<file path="src/rtl/fpsel_pkg.sv">
package fpsel_pkg;

    parameter int unsigned WORD_W = 64;
    parameter int unsigned HALF_W = 32;
    parameter int unsigned FLAG_W = 5;

    typedef enum logic {
        FMT_SINGLE = 1'b0,
        FMT_DOUBLE = 1'b1
    } fmt_e;

    typedef enum logic {
        SEL_MIN = 1'b0,
        SEL_MAX = 1'b1
    } sel_e;

    // Bit 4 (MSB) is invalid-operation.
    typedef struct packed {
        logic nv;
        logic dz;
        logic of;
        logic uf;
        logic nx;
    } fflags_t;

    typedef struct packed {
        logic [WORD_W-1:0] res;
        fflags_t           flags;
    } sel_out_t;

    localparam logic [WORD_W-1:0] CANON_SP = 64'h0000_0000_7FC0_0000;
    localparam logic [WORD_W-1:0] CANON_DP = 64'h7FF8_0000_0000_0000;

endpackage

</file>
<file path="src/rtl/fpsel_classify.sv">
module fpsel_classify
    import fpsel_pkg::*;
#(
    parameter int unsigned SP_EXP  = 8,
    parameter int unsigned SP_FRAC = 23,
    parameter int unsigned DP_EXP  = 11,
    parameter int unsigned DP_FRAC = 52
) (
    input  logic [WORD_W-1:0] word_i,
    input  fmt_e              fmt_i,
    output logic              nan_o,
    output logic              snan_o,
    output logic              sign_o,
    output logic [WORD_W-2:0] mag_o
);
    localparam int unsigned SP_W = 1 + SP_EXP + SP_FRAC;
    localparam int unsigned DP_W = 1 + DP_EXP + DP_FRAC;
    localparam int unsigned PAD  = DP_W - SP_W;

    logic sp_exp_ones, sp_frac_nz, sp_quiet;
    logic dp_exp_ones, dp_frac_nz, dp_quiet;

    always_comb begin
        sp_exp_ones = &word_i[SP_W-2 -: SP_EXP];
        sp_frac_nz  = |word_i[SP_FRAC-1:0];
        sp_quiet    = word_i[SP_FRAC-1];
        dp_exp_ones = &word_i[DP_W-2 -: DP_EXP];
        dp_frac_nz  = |word_i[DP_FRAC-1:0];
        dp_quiet    = word_i[DP_FRAC-1];

        if (fmt_i == FMT_DOUBLE) begin
            nan_o  = dp_exp_ones && dp_frac_nz;
            snan_o = dp_exp_ones && dp_frac_nz && !dp_quiet;
            sign_o = word_i[DP_W-1];
            mag_o  = word_i[DP_W-2:0];
        end else begin
            nan_o  = sp_exp_ones && sp_frac_nz;
            snan_o = sp_exp_ones && sp_frac_nz && !sp_quiet;
            sign_o = word_i[SP_W-1];
            mag_o  = {{PAD{1'b0}}, word_i[SP_W-2:0]};
        end
    end
endmodule

</file>
<file path="src/rtl/fpsel_order.sv">
module fpsel_order #(
    parameter int unsigned MAG_W = 63
) (
    input  logic             a_sign_i,
    input  logic [MAG_W-1:0] a_mag_i,
    input  logic             b_sign_i,
    input  logic [MAG_W-1:0] b_mag_i,
    output logic             a_lt_b_o
);
    // Sign-magnitude ordering; -0 ranks below +0 by its sign alone.
    always_comb begin
        if (a_sign_i != b_sign_i)
            a_lt_b_o = a_sign_i;
        else if (a_sign_i)
            a_lt_b_o = a_mag_i > b_mag_i;
        else
            a_lt_b_o = a_mag_i < b_mag_i;
    end
endmodule

</file>
<file path="src/rtl/fpsel_minmax.sv">
module fpsel_minmax
    import fpsel_pkg::*;
#(
    parameter bit REG_OUT = 1'b1
) (
    input  logic              clk_i,
    input  logic              rst_ni,
    input  logic [63:0]       op_a_i,
    input  logic [63:0]       op_b_i,
    input  logic              fmt_i,
    input  logic              op_i,
    output logic [63:0]       res_o,
    output logic [4:0]        flags_o
);
    localparam int unsigned MAG_W = WORD_W - 1;
    localparam int unsigned NOPS  = 2;

    fmt_e fmt;
    sel_e sel;
    assign fmt = fmt_e'(fmt_i);
    assign sel = sel_e'(op_i);

    logic [WORD_W-1:0] word_raw [NOPS];
    logic [WORD_W-1:0] word_fmt [NOPS];
    logic              is_nan   [NOPS];
    logic              is_snan  [NOPS];
    logic              sgn      [NOPS];
    logic [MAG_W-1:0]  mag      [NOPS];
    logic              a_lt_b;

    assign word_raw[0] = op_a_i;
    assign word_raw[1] = op_b_i;

    for (genvar i = 0; i < NOPS; i++) begin : g_opnd
        fpsel_classify u_cls (
            .word_i (word_raw[i]),
            .fmt_i  (fmt),
            .nan_o  (is_nan[i]),
            .snan_o (is_snan[i]),
            .sign_o (sgn[i]),
            .mag_o  (mag[i])
        );
        assign word_fmt[i] = (fmt == FMT_DOUBLE) ? word_raw[i]
                           : {{(WORD_W-HALF_W){1'b0}}, word_raw[i][HALF_W-1:0]};
    end

    fpsel_order #(.MAG_W(MAG_W)) u_ord (
        .a_sign_i (sgn[0]),
        .a_mag_i  (mag[0]),
        .b_sign_i (sgn[1]),
        .b_mag_i  (mag[1]),
        .a_lt_b_o (a_lt_b)
    );

    sel_out_t out_d, out_q;

    always_comb begin
        out_d          = '0;
        out_d.flags.nv = is_snan[0] | is_snan[1];
        if (is_nan[0] && is_nan[1])
            out_d.res = (fmt == FMT_DOUBLE) ? CANON_DP : CANON_SP;
        else if (is_nan[0])
            out_d.res = word_fmt[1];
        else if (is_nan[1])
            out_d.res = word_fmt[0];
        else if (sel == SEL_MIN)
            out_d.res = a_lt_b ? word_fmt[0] : word_fmt[1];
        else
            out_d.res = a_lt_b ? word_fmt[1] : word_fmt[0];
    end

    if (REG_OUT) begin : g_reg
        always_ff @(posedge clk_i or negedge rst_ni) begin
            if (!rst_ni) out_q <= '0;
            else         out_q <= out_d;
        end

        p_one_cycle_r9: assert property (@(posedge clk_i) disable iff (!rst_ni)
            $past(rst_ni) |-> out_q == $past(out_d));
    end else begin : g_comb
        assign out_q = out_d;
    end

    assign res_o   = out_q.res;
    assign flags_o = out_q.flags;

    p_upper_zero_r8: assert property (@(posedge clk_i) disable iff (!rst_ni)
        (fmt == FMT_SINGLE) |-> out_d.res[WORD_W-1:HALF_W] == '0);

    p_pick_operand_r1: assert property (@(posedge clk_i) disable iff (!rst_ni)
        !(is_nan[0] && is_nan[1]) |-> (out_d.res == word_fmt[0] || out_d.res == word_fmt[1]));

    p_both_nan_r6: assert property (@(posedge clk_i) disable iff (!rst_ni)
        (is_nan[0] && is_nan[1]) |-> (out_d.res == CANON_SP || out_d.res == CANON_DP));

    p_quiet_flags_r7: assert property (@(posedge clk_i) disable iff (!rst_ni)
        flags_o[3:0] == 4'b0);

    p_zero_min_neg_r4: assert property (@(posedge clk_i) disable iff (!rst_ni)
        (!is_nan[0] && !is_nan[1] && mag[0] == '0 && mag[1] == '0 && sel == SEL_MIN
         && (sgn[0] || sgn[1])) |-> out_d.res[(fmt == FMT_DOUBLE) ? WORD_W-1 : HALF_W-1]);
endmodule

</file>
<file path="config.mk">
export PLATFORM = sky130hd
export DESIGN_NAME = fpsel_minmax
export DESIGN_NICKNAME = d
export VERILOG_FILES = /design/src/rtl/fpsel_pkg.sv /design/src/rtl/fpsel_classify.sv /design/src/rtl/fpsel_order.sv /design/src/rtl/fpsel_minmax.sv
export SDC_FILE = /design/constraint.sdc
export NUM_CORES = 1
export LEC_CHECK = 0
export ABC_CLOCK_PERIOD_IN_PS = 800
export BUFFER_PORTS_ARGS = -buffer_cell sky130_fd_sc_hd__buf_2
export CORE_MARGIN = 1.5
export CORE_UTILIZATION = 52
export DETAILED_ROUTE_END_ITERATION = 10
export PLACE_DENSITY = 0.83
export SLEW_MARGIN = 5
export SYNTH_ARGS = -nofsm -noshare
export SYNTH_HDL_FRONTEND = slang
export SYNTH_HIERARCHICAL = 1
export SYNTH_SLANG_ARGS = --single-unit
</file>
<file path="constraint.sdc">
create_clock -name clk_i -period 0.8 [get_ports clk_i]
set_input_delay 0.08 -clock clk_i [delete_from_list [all_inputs] [get_ports clk_i]]
set_output_delay 0.08 -clock clk_i [all_outputs]
set_load 0.05 [all_outputs]
</file>
==> results_dict.tcl <==
set metrics [dict create \
    end_kind "flop" \
    timing.fmax_mhz 311.0 \
    p_leak_nw 4.508 \
    power_density_nw_per_um2 1668 \
    rsz0062_at_grt "true" \
    cpPeakStageDelay_ns 0.69 \
    grt_max_degree 66 \
    setup_slack_ns -2.416 \
    clockBufferDepth 2 \
    cts.clk_slew.worst_paths_ns 0.08 \
    combPwrFrac_pct 53.8 \
    finalHoldViolCount 0 \
    place_hpwl_um 15170 \
    place_inst 1066 \
    die_h_um 108.0 \
    drv_slew 0 \
    vias 7111 \
    critPathRequiredTime_ns 1.07 \
    ys_seq_area_share_pct 28.39 \
    n_antenna_cell 0 \
    final_cell_area_um2 9236 \
    grt_use_total_pct 38.51 \
    stdcell_count 1106 \
    most-common-layout-cells "buf_4, buf_2, buf_6, dfrtp_1, inv_1" \
    portBuffers 196 \
    io_pins 201 \
    avgSynthCellArea_um2 8.801 \
    cts-root-buf "clkbuf_8" \
    vias_per_cell 6.429 \
    cp_max_fo 12 \
    drc_errors 0 \
    drive_above_1_share_pct 52.38 \
    nNetsFinal 1158 \
    grt_pass1_vias 6707 \
    power.share.switching_pct 41.15 \
    synth_cell_types 48 \
    cts_tree "built" \
    synth-edff-count 0 \
    crit_chain "buf_2 > inv_1 > ha_1 > a21oi_1 > o21ai_0 > a221oi_1 > buf_4 > a211oi_2 > nor4b_2 > mux2i_1 > buf_4 > xor2_4 > buf_6 > buf_6 > o211ai_1 > a21boi_2" \
    sequentialPowerShare_pct 26.5 \
    power_mw 15.40 \
    synth_seq_cells 65 \
    worst_ep_arrival_time_ns 3.49 \
    ir_drop_mv 1.144 \
    period_needed_ns 3.216 \
    critPathLaunchType "primary input" \
    mostFrequentLayoutCell "buf_4" \
    place_area_um2 7841 \
    fp.dieW_um 108.0 \
    first_pass_iters 6 \
    ant_nets 0 \
    clock_sinks 65 \
    final_core_util_pct 85.58 \
    cts.htree.levels 3 \
    synth_area_um2 5729 \
    overflow 0 \
    place_ws_ns -2.996 \
    cts_buffers 9 \
    yosys-top-cells-area "dfrtp_1, ha_1, buf_4" \
    antenna_found_initial 0 \
    p_int_mw 9.065 \
    maxSlewHeadroom_pct 51.47 \
    synth_top_area_share_pct 28.39 \
    wl_per_cell_um 23.29 \
    globalplace.congestion 0.9906 \
    wirelength_um 25760 \
    status "complete, but fails checks" \
    grt_pass1_wl_um 34340 \
    yosys.area.top_type "dfrtp_1" \
    synthesis.instances 651 \
    p_switching_mw 6.338 \
    finalSetupViolations 130 \
    syn2layout_area_growth_pct 61.21 \
    period_share_pct 401.9 \
    synth_warnings 6 \
    violations "setup timing" \
    synthFlopType "dfrtp_1" \
    synthArstFlopShare_pct 100.0 \
    initialDrtViolationCount 853 \
    crit_type "primary input to flop" \
    drv_cap 0 \
    clock_power_share_pct 19.7 \
    core-area_um2 10790 \
    start_util_pct 53.08 \
    hp-class "primary input to flop" \
    worst_slew_pin_slew_ns 0.7279 \
    crit_path_top_delay_cell "a221oi_1" \
    fp-row-count 38 \
    die_area_um2 11660 \
]
[logic make-up after synthesis]
| family | after synthesis | synth area share, % |
|---|---|---|
| simple gates | 179 | 18.32 |
| xor+xnor | 2 | 0.3058 |
| mux | 3 | 0.5678 |
| buf+inv | 166 | 15.61 |
| other cells | 1 | 0.06545 |
| compound gates | 172 | 22.97 |
| flops | 65 | 28.39 |
| fa+ha+maj | 63 | 13.76 |
[layer usage]
metal | vias to the layer above | routed length (µm) | GRT usage, %
met5 | - | 0 | 0
li1 | 2924 | - | -
met3 | 215 | 2701 | 6.329
met2 | 662 | 11740 | 62.34
met4 | 0 | 2108 | 23.59
met1 | 3310 | 9203 | 48.02
[layout make-up]
cell class / count / area [µm²]
sequential: 65 / 1628
clock inverter: 2 / 37.54
tap: 140 / 175.2
clock buffer: 12 / 165.2
fill: 534 / 1556
multi-input combinational: 424 / 3772
timing repair buffer: 394 / 3199
inverter: 69 / 259.0
[critical path, delay by kind of cell]
kind	cells	cell delay [ns]
AOI/OAI and AO/OA	6	1.43
xor gates and xnor gates	1	0.21
adders and majority gates	1	0.31
buffers and inverters	6	0.94
muxes	1	0.24
and+or+nand+nor	1	0.28
[cell usage after synthesis (3+ instances only)]
| master | n |
|---|---|
| buf_4 | 66 |
| nand2_1 | 20 |
| nand3_1 | 11 |
| nor4_1 | 25 |
| a21boi_1 | 4 |
| o221a_2 | 10 |
| a21o_1 | 3 |
| dfrtp_1 | 65 |
| ha_1 | 63 |
| a22o_1 | 23 |
| o21ai_0 | 18 |
| o211ai_1 | 41 |
| nor2_1 | 15 |
| nor4_2 | 3 |
| nand4_1 | 24 |
| and2_1 | 63 |
| nor3_1 | 7 |
| o221a_1 | 11 |
| clkbuf_1 | 11 |
| buf_2 | 19 |
| o21ai_1 | 3 |
| a21oi_1 | 26 |
| inv_1 | 69 |
| a21boi_0 | 17 |
[through the flow]
step / setup TNS, ns / hold slack [ns]
after floorplan: -126.04 / -0.2156
after global placement: -171.11 / 0.1222
after detailed placement: -177.34 / 0.1253
after CTS: -144.90 / 0.01453
after global routing: -164.16 / 0.04821
final: -161.30 / 0.02497
[registers in the layout, summed over array words and instances (netlist names)]
signal,flops
flags_o,1
res_o,64
[power groups by stage]
stage	Clock, mW	Combinational [mW]	Sequential [mW]
floorplan	0	2.21	5.83
global placement	0	6.16	3.98
detailed placement	0	6.29	3.98
CTS	3.05	7.30	3.99
global route	3.19	8.55	4.11
finish	3.03	8.29	4.08
[path summary, 6_finish.rpt]
check | startpoint | to | slack, ns | cells after the start
worst min-delay path | op_a_i[44] | res_o[44]$_DFF_PN0_ | 0.02 | 3
worst max-delay path | op_b_i[8] | res_o[40]$_DFF_PN0_ | -2.42 | 16
max in group asynchronous | rst_ni | res_o[0]$_DFF_PN0_ | 0.23 | 3
min in group asynchronous | rst_ni | res_o[13]$_DFF_PN0_ | 0.27 | 3
[what timing repair did]
action                                 CTS  global route
endpoints found under the hold margin   67             0
hold buffers                             4             0
cloned                                   8             2
setup endpoints to repair              130           130
buffers inserted                         9             6
pin swaps                               16            35
resized for setup                      138           124
Power figures use the tool's default switching activity.
